`config.mk`:
```
export PLATFORM = sky130hd
export DESIGN_NAME = clksel_idle_ctrl
export DESIGN_NICKNAME = d
export VERILOG_FILES = /design/src/rtl/clksel_pkg.sv /design/src/rtl/clksel_divider.sv /design/src/rtl/clksel_ready_timer.sv /design/src/rtl/clksel_pm_fsm.sv /design/src/rtl/clksel_idle_ctrl.sv
export SDC_FILE = /design/constraint.sdc
export NUM_CORES = 1
export LEC_CHECK = 0
export BUFFER_PORTS_ARGS = -buffer_cell sky130_fd_sc_hd__buf_4
export CAP_MARGIN = 20
export CORE_ASPECT_RATIO = 0.5
export CORE_MARGIN = 10
export CORE_UTILIZATION = 55
export DETAILED_ROUTE_END_ITERATION = 8
export PLACE_DENSITY = 0.84
export SYNTH_ARGS = -nofsm -noshare
export SYNTH_HDL_FRONTEND = slang
export SYNTH_HIERARCHICAL = 1
export SYNTH_SLANG_ARGS = --single-unit
```
`constraint.sdc`:
```
create_clock -name clk -period 3.3 [get_ports clk]
set_input_delay 0.33 -clock clk [delete_from_list [all_inputs] [get_ports clk]]
set_output_delay 0.33 -clock clk [all_outputs]
set_load 0.005 [all_outputs]
```
`src/rtl/clksel_pkg.sv`:
```
package clksel_pkg;

  typedef enum logic [2:0] {
    ST_RUN   = 3'd0,
    ST_IDLE0 = 3'd1,
    ST_IDLE1 = 3'd2,
    ST_SLEEP = 3'd3,
    ST_WARM  = 3'd4,
    ST_FAST  = 3'd5
  } pm_state_t;

  // Active source code: 0 = sub clock, n = high-speed divided by 2**(7-n)
  localparam int unsigned DIV_STAGES = 6;
  localparam logic [2:0] SRC_SUB  = 3'd0;
  localparam logic [2:0] SRC_FULL = 3'd7;

  function automatic logic [2:0] map_src(input logic hl_sel, input logic [2:0] cks);
    if (hl_sel) return SRC_FULL;
    else if (cks < 3'd2) return SRC_SUB;
    else return cks - 3'd1;
  endfunction

endpackage

```
`src/rtl/clksel_divider.sv`:
```
module clksel_divider #(
  parameter int unsigned STAGES = 6
) (
  input  logic              clk,
  input  logic              rst_n,
  input  logic              run,
  output logic [STAGES:0]   tick_vec
);
  logic [STAGES-1:0] cnt_q;

  always_ff @(posedge clk or negedge rst_n) begin
    if (!rst_n)   cnt_q <= '0;
    else if (!run) cnt_q <= '0;
    else          cnt_q <= cnt_q + 1'b1;
  end

  assign tick_vec[0] = run;
  for (genvar k = 1; k <= STAGES; k++) begin : g_tap
    assign tick_vec[k] = run & (&cnt_q[k-1:0]);
  end
endmodule

```
`src/rtl/clksel_ready_timer.sv`:
```
module clksel_ready_timer #(
  parameter int unsigned READY_CYCLES = 1024
) (
  input  logic clk,
  input  logic rst_n,
  input  logic osc_on,
  output logic ready
);
  localparam int unsigned CW = $clog2(READY_CYCLES + 1);
  localparam logic [CW-1:0] LIMIT = CW'(READY_CYCLES);

  logic [CW-1:0] cnt_q;

  always_ff @(posedge clk or negedge rst_n) begin
    if (!rst_n)              cnt_q <= '0;
    else if (!osc_on)        cnt_q <= '0;
    else if (cnt_q != LIMIT) cnt_q <= cnt_q + 1'b1;
  end

  assign ready = (cnt_q == LIMIT);

  assert_ready_needs_osc_R4: assert property (@(posedge clk) disable iff (!rst_n)
    $rose(ready) |-> $past(osc_on));
  assert_ready_drops_R4: assert property (@(posedge clk) disable iff (!rst_n)
    !osc_on |=> !ready);
endmodule

```
`src/rtl/clksel_pm_fsm.sv`:
```
module clksel_pm_fsm
  import clksel_pkg::*;
(
  input  logic      clk,
  input  logic      rst_n,
  input  logic      halt_req,
  input  logic      wake_evt,
  input  logic      idle_en,
  input  logic      keep_on,
  input  logic      fast_en,
  input  logic      sub_sel,
  input  logic      hs_ready,
  output pm_state_t state
);
  pm_state_t nxt;

  always_comb begin
    nxt = state;
    unique case (state)
      ST_RUN: if (halt_req) begin
        if (!idle_en)     nxt = ST_SLEEP;
        else if (keep_on) nxt = ST_IDLE1;
        else              nxt = ST_IDLE0;
      end
      ST_IDLE1: if (wake_evt) nxt = ST_RUN;
      ST_IDLE0, ST_SLEEP: if (wake_evt) begin
        if (sub_sel)      nxt = ST_RUN;
        else if (fast_en) nxt = ST_FAST;
        else              nxt = ST_WARM;
      end
      ST_WARM, ST_FAST: if (hs_ready) nxt = ST_RUN;
      default: nxt = ST_RUN;
    endcase
  end

  always_ff @(posedge clk or negedge rst_n) begin
    if (!rst_n) state <= ST_RUN;
    else        state <= nxt;
  end
endmodule

```
`src/rtl/clksel_idle_ctrl.sv`:
```
module clksel_idle_ctrl
  import clksel_pkg::*;
#(
  parameter int unsigned READY_CYCLES = 1024
) (
  input  logic       clk,
  input  logic       rst_n,
  input  logic       reg_wr,
  input  logic [7:0] reg_wdata,
  output logic [7:0] reg_rdata,
  input  logic       halt_req,
  input  logic       wake_evt,
  input  logic       osc_keep_on,
  input  logic       tmr_src_sub,
  input  logic       sub_tick,
  output logic       cpu_clk_en,
  output logic       hosc_en,
  output logic       tmr_clk_en,
  output logic       sys_tick,
  output logic [2:0] pm_mode
);
  // Writable fields
  logic [2:0] cks_q;
  logic       fast_q, idle_q, hl_q;
  logic       sub_seen_q;
  logic       hs_ready;

  always_ff @(posedge clk or negedge rst_n) begin
    if (!rst_n) begin
      cks_q  <= 3'd0;
      fast_q <= 1'b0;
      idle_q <= 1'b1;
      hl_q   <= 1'b1;
    end else if (reg_wr) begin
      cks_q  <= reg_wdata[7:5];
      fast_q <= reg_wdata[4];
      idle_q <= reg_wdata[1];
      hl_q   <= reg_wdata[0];
    end
  end

  always_ff @(posedge clk or negedge rst_n) begin
    if (!rst_n)        sub_seen_q <= 1'b0;
    else if (sub_tick) sub_seen_q <= 1'b1;
  end

  assign reg_rdata = {cks_q, fast_q, sub_seen_q, hs_ready, idle_q, hl_q};

  // Power state machine
  pm_state_t  st;
  logic [2:0] cfg_src;
  assign cfg_src = map_src(hl_q, cks_q);

  clksel_pm_fsm u_fsm (
    .clk      (clk),
    .rst_n    (rst_n),
    .halt_req (halt_req),
    .wake_evt (wake_evt),
    .idle_en  (idle_q),
    .keep_on  (osc_keep_on),
    .fast_en  (fast_q),
    .sub_sel  (cfg_src == SRC_SUB),
    .hs_ready (hs_ready),
    .state    (st)
  );

  assign pm_mode    = st;
  assign cpu_clk_en = (st == ST_RUN) || (st == ST_FAST);
  assign hosc_en    = (st == ST_RUN) || (st == ST_FAST) || (st == ST_WARM) || (st == ST_IDLE1);
  assign tmr_clk_en = hosc_en ? 1'b1 : tmr_src_sub;

  clksel_ready_timer #(.READY_CYCLES(READY_CYCLES)) u_rdy (
    .clk    (clk),
    .rst_n  (rst_n),
    .osc_on (hosc_en),
    .ready  (hs_ready)
  );

  logic [DIV_STAGES:0] tick_vec;
  clksel_divider #(.STAGES(DIV_STAGES)) u_div (
    .clk      (clk),
    .rst_n    (rst_n),
    .run      (hosc_en),
    .tick_vec (tick_vec)
  );

  // Clock source handover
  logic [2:0] act_src_q, req_src, tap_sel;
  logic       act_tick, src_dead;

  assign req_src  = ((st == ST_RUN) || (st == ST_IDLE1)) ? cfg_src : SRC_SUB;
  assign tap_sel  = SRC_FULL - act_src_q;
  assign act_tick = (act_src_q == SRC_SUB) ? sub_tick : tick_vec[tap_sel];
  assign src_dead = (act_src_q != SRC_SUB) && !hosc_en;

  always_ff @(posedge clk or negedge rst_n) begin
    if (!rst_n) act_src_q <= SRC_FULL;
    else if ((req_src != act_src_q) && (act_tick || src_dead)) act_src_q <= req_src;
  end

  assign sys_tick = act_tick;

  assert_idle0_gates_R5: assert property (@(posedge clk) disable iff (!rst_n)
    (st == ST_RUN && halt_req && idle_q && !osc_keep_on) |=> (!cpu_clk_en && !hosc_en));
  assert_idle1_keeps_osc_R7: assert property (@(posedge clk) disable iff (!rst_n)
    (st == ST_RUN && halt_req && idle_q && osc_keep_on) |=> (!cpu_clk_en && hosc_en && tmr_clk_en));
  assert_clean_handover_R12: assert property (@(posedge clk) disable iff (!rst_n)
    (act_src_q != $past(act_src_q)) |-> $past(act_tick || src_dead));
  assert_no_hs_tick_when_off_R12: assert property (@(posedge clk) disable iff (!rst_n)
    (sys_tick && act_src_q != SRC_SUB) |-> hosc_en);
endmodule

```
* Word level (Yosys, flattened, before mapping)
Cells that the tools add are included.
** Word-level totals
- Flip-flop bits (word level) :: 30
- Bits in latches :: 0
- RAM bits :: 0
- ROM bits :: 0
- Bits of input ports :: 16
- Word-level logic and storage cells :: 73
- Memories :: 0
** Cells by class
- Add/sub/neg operators :: 4
- $mul :: 0
- Div/mod/pow operators :: 0
- Order comparisons :: 2
- Equality and inequality tests :: 13
- Shift-type cells :: 0
- Muxes and demuxes :: 19
- Bitwise gates (word level) :: 6
- Reductions and logical operators :: 20
** Operators with widths (count)
- 2-to-1 mux 3 bit :: 9
- 2-to-1 mux 11 bit :: 2
- case mux 3 bit (4 select lines) :: 1
- adder 11 x 1 -> 11 bit (second input constant) :: 1
- == test 11 bit (second input constant) :: 1
- inequality test 11 bit (second input constant) :: 1
- zero test 3 bit :: 3
- inequality test 2 bit (second input constant) :: 4
- AND reduction 4 bit :: 2
- adder 6 x 1 -> 6 bit (second input constant) :: 1
- AND 1 bit :: 6
- == test 3 x 2 -> 1 bit (second input constant) :: 2
- == test 3 bit (second input constant) :: 2
- 2-to-1 mux 6 bit :: 1
- AND reduction 6 bit :: 1
- logical OR 1 bit :: 5
- AND reduction 5 bit :: 1
- < comparator 3 x 4 -> 1 bit (second input constant) :: 1
- 2-to-1 mux 1 bit :: 4
- OR reduction 2 bit :: 2
- binary-select mux 1 bit (select 3 bit) :: 1
- == test 3 x 1 -> 1 bit (second input constant) :: 1
- < comparator 3 x 2 -> 1 bit (second input constant) :: 1
- inequality test 3 bit :: 1
- 9 further kinds :: 10

* Depth between registers and ports, before layout
- Word-level depth :: 10
- Gate-level depth with buffers :: 8
- Mapped depth without buffers :: 8

* Modules after synthesis
The synthesis kept the hierarchy.
** Modules (own cells, without submodules)
- clksel_idle_ctrl :: times used 1, cells an instance 62, area an instance 620.6 µm², seq. area each 256.5 µm²
- clksel_ready_timer :: times used 1, cells an instance 60, area an instance 586.8 µm², seq. area each 275.3 µm²
- clksel_divider :: times used 1, cells an instance 29, area an instance 312.8 µm², seq. area each 150.1 µm²
- clksel_pm_fsm :: times used 1, cells an instance 18, area an instance 171.4 µm², seq. area each 75.1 µm²

* Worst setup path before layout
Ideal clock, no wire load.
- Kind :: reg-to-output
- Start :: register u_fsm.state[2]
- End :: output port sys_tick
- Arrival time :: 2.307 ns
- Data required time :: 2.970 ns
- Slack :: 0.663 ns
- Stages on the path, launching flop included :: 8
- Buffers on the path :: 0
- Cell sequence :: dfrtp_1 > mux2i_1 > and2_1 > and2b_1 > and3_1 > mux2i_1 > mux4_2 > nand2_1
** On the way
- Word-level cells in the longest chain between the ends :: 8
** Ends and longest elaborated chain
- from (decl) :: RTL line clksel_pm_fsm.sv:13 : output pm_state_t state
- from (signal assigned) :: RTL line clksel_pm_fsm.sv:38 : else state <= nxt;
- == test 3 bit or zero test 3 bit (tied branches) :: RTL line clksel_idle_ctrl.sv:69 : assign hosc_en = (st == ST_RUN) || (st == ST_FAST) || (st == ST_WARM) || (st == ST_IDLE1);
- logical OR 1 bit (2 in a row) :: RTL line clksel_idle_ctrl.sv:69
- logical OR 1 bit (*) :: RTL line clksel_idle_ctrl.sv:69
- named net hosc_en :: RTL line clksel_idle_ctrl.sv:17 : output logic hosc_en,
- AND 1 bit (*) :: RTL line clksel_divider.sv:19 : assign tick_vec[k] = run & (&cnt_q[k-1:0]);
- named net tick_vec[2] :: RTL line clksel_idle_ctrl.sv:79 : logic [DIV_STAGES:0] tick_vec;
- binary-select mux 1 bit (select 3 bit) (*) :: RTL line clksel_idle_ctrl.sv:93 : assign act_tick = (act_src_q == SRC_SUB) ? sub_tick : tick_vec[tap_sel];
- 2-to-1 mux 1 bit (implied by the code) (*) :: RTL line clksel_idle_ctrl.sv:93
- 2-to-1 mux 1 bit (*) :: RTL line clksel_idle_ctrl.sv:93
- to (decl) :: RTL line clksel_idle_ctrl.sv:19 : output logic sys_tick,
The timed path passes the listed nets; every way through them passes the cells marked *. The select of a mux whose other input is x is not followed.

* Worst setup path in the final report
- Start :: register u_fsm.state[2]
- End :: output port sys_tick
** On the way
- Word-level cells in the longest chain between the ends :: 8
** Ends and longest elaborated chain (RTL line)
- == test 3 bit or zero test 3 bit (tied branches) :: clksel_idle_ctrl.sv:69
- logical OR 1 bit (2 in a row) :: clksel_idle_ctrl.sv:69
- logical OR 1 bit (*) :: clksel_idle_ctrl.sv:69
- AND 1 bit (*) :: clksel_divider.sv:19
- named net tick_vec[2] :: clksel_idle_ctrl.sv:79
- binary-select mux 1 bit (select 3 bit) (*) :: clksel_idle_ctrl.sv:93
- 2-to-1 mux 1 bit (implied by the code) (*) :: clksel_idle_ctrl.sv:93
- 2-to-1 mux 1 bit (*) :: clksel_idle_ctrl.sv:93
Marked as above.

==> summary.txt <==
STA
  – Final Cycle Share: between 80 and 90%
  – RSZ-0062 raised after global routing: false
  – Post-route minimum period: 2740 ps
  – Fmax: ~370 MHz
  – Pins Over Slew Limit: 0
  – Number of failing hold endpoints at the final stage: 0
  – Worst Tran Pin Value: approximately 380 ps
  – Final setup violating endpoints: 0
  – Final setup TNS: 0 ps
  – Max-Slew Margin vs Limit: 74.6%
  – Setup Skew: 8.66 ps

Floorplanning
  – Top-level I/O count: 31
  – Core Footprint: approximately 3000 sq um
  – Die ar.: 5830 sq um
  – FP Rows: 14
  – Initial core utilization: about 57%
  – Die span in x: between 90 and 100 microns
  – Die Y: 59.2 microns

Synth
  – Prevailing post-synth register cell: dfrtp_1
  – Synth warn: 6
  – Seq/Total Area, Yosys: 44.7%
  – Ys async rst share: between 90% and 100%
  – Syn avg cell area: ~10 sq um
  – Most common cell in the netlist: dfrtp_1
  – Most frequent cells after synthesis: 25 x dfrtp_1, 15 x nand2_1, 10 x inv_1, 10 x mux2i_1, 10 x o21ai_0
  – Synth area leaders: dfrtp_1 37%, dfstp_2 7.8%, mux2i_1 5.9%, ha_1 4.4%, nand2_1 3.3%
  – Synth cell types: between 40 and 50
  – Syn nets: roughly 190
  – Post-synth EDFFs: 0
  – Synth top area share: between 30% and 40%
  – Dominant cell type by area after synthesis: dfrtp_1
  – Syn Inst Count: 169
  – Synthesized cell area: around 1700 sq um
  – #FFs+latches synth: 30

Setup path
  – CP Launch Type: register
  – Critical Path AT: between 2000 and 2500 ps
  – R2R Path Start: u_fsm/state[2]
  – CP endpoint: sys_tick
  – Worst Setup SP: u_fsm/state[2]
  – CP endpoint kind: primary output
  – CP Data Required Time: ~3000 ps
  – Worst-path maximum fanout: 19
  – Reg2reg setup slack: slightly above 900 ps
  – WS Path Type: register to primary output
  – Reg2reg end: act_src_q[0]
  – Worst r2r path cells: 9

Clocking
  – Clock slew at reported path FFs: 70 ps
  – CTS Hold Bufs: 1
  – Cts bufs inserted: 5
  – CTS tree: yes
  – Setup Buffers After CTS: 0
  – Htree depth: 2
  – CTS sink count: 30
  – Bufs on Longest Clock Path: 2
  – Clock Tree Root: clkbuf_8
  – Post-cts sizing count: 0
  – Clk_lat worst skew: about 290 ps

Detailed routing
  – DR iter-0 viols: 39
  – Vias/cell: between 5 and 6
  – Post-DRT Antenna Nets: 0
  – DRT Wirelength: around 3500 microns
  – Drt first pass iters: 4
  – Routed WL per cell: 14.9 microns
  – Via count: roughly 1300
  – Remaining DRCs: 0

Placement
  – Port bufs: 28
  – Dpl hpwl: between 2000 and 3000 microns
  – Gpl congestion: around 0.75

Outcome
  – Status: completed

Global route
  – First-pass GRT wire length: just under 6000 microns
  – Number of global-route vias before repair: around 1300
  – Largest net degree at the start of global routing: 31
  – GRT Total Usage: 12.6%
  – Antenna violations before repair: 0
  – GRT Residual Overflow: 0

Final layout
  – ANT cells: 0
  – Ratio of cells with drive above 1 in the final layout: between 20% and 30%
  – Final net count: 219
  – Area Growth Syn to Fin: 21.1%
  – Post-layout util: between 60% and 70%

Min path
  – Hold Crit Start: reg_wdata[6]
  – HP Class: input pin to register

Flow run
  – Max-Cap Viols: 0

Pwr
  – Power per cell area: approximately 800 nW/um^2
  – Leakage power total: approximately 0.95 nW
  – Max IR drop VDD: roughly 390 uV
  – Total power: 1.64 mW
area by class of cell:
cell class	instances	area, sq um
Multi-Input combinational cell	119	830
Sequential cell	30	757
Tap cell	40	50.0
Inverter	11	41.3
Fill cell	234	930
Clock buffer	6	82.6
Timing Repair Buffer	30	228
Clock inverter	2	60.1
cells by family after synthesis:
kind of cell / share of synthesized area, %
AO/OA/AOI/OAI: 9.69
XOR/XNOR: 3.11
adder cells (fa/ha/maj): 4.44
buffers and inverters: 6.21
flip-flops: 44.7
multiplexers: 9.91
AND/OR/NAND/NOR: 21.9
worst min-delay path by stage:
stage | end | slack [ps] | cells past startpoint
final | cks_q[1] | 250 | 3
after global routing | cks_q[1] | 240 | 3
after CTS | cks_q[1] | 250 | 3
after detailed placement | u_rdy/cnt_q[8] | 280 | 1
after global placement | u_rdy/cnt_q[6] | 280 | 1
after floorplan | cks_q[0] | 30 | 0
critical path, cell delays in order, from the launching register on:
cell and delay (ps):
dfrtp_1 500, mux2i_1 230, buf_4 220, and2_1 170, and2b_1 140, and3_1 150, mux2i_1 50, mux4_2 480
nand2_1 70, buf_4 100
sequential cells by signal, indices dropped and copies added, names as in the netlist:
name         count
idle_q           1
sub_seen_q       1
fast_q           1
hl_q             1
u_fsm/state      3
act_src_q        3
u_rdy/cnt_q     11
u_div/cnt_q      6
cks_q            3
through the flow:
step / area, sq um / std cells / setup slack (ps) / hold slack [ps]
after floorplan: 1690 / 169 / 663 / 34.4
after global placement: 1900 / 229 / 928 / 277
after detailed placement: 1900 / 229 / 839 / 282
after CTS: 2050 / 238 / 541 / 246
after global routing: 2050 / 238 / 364 / 245
final: 2050 / 238 / 562 / 249
layer usage:
metal  vias to the layer above  track usage, %  routed length [microns]
met3                         9            4.07                      140
met5                         -               0                        0
li1                        641               -                        -
met4                         0            7.91                       95
met2                        24            22.4                     1790
met1                       635            13.0                     1520
power by group:
| group | total (mW) | leakage (nW) | internal (mW) | switching, mW |
|---|---|---|---|---|
| registers | 0.609 | 0.375 | 0.475 | 0.134 |
| clock network | 0.467 | 0.0714 | 0.322 | 0.145 |
| logic | 0.560 | 0.501 | 0.286 | 0.274 |
| total | 1.64 | 0.947 | 1.08 | 0.552 |
placed cells by master (no fill, tap or decap), drive strengths merged, types with 7 or more instances in the layout:
cell	netlist	routed
nand2	15	15
o21ai	11	11
a21oi	7	7
and2	8	8
dfrtp	25	25
buf	7	29
nor2	9	9
mux2i	10	10
inv	10	10
(Power assumes the default switching activity.)
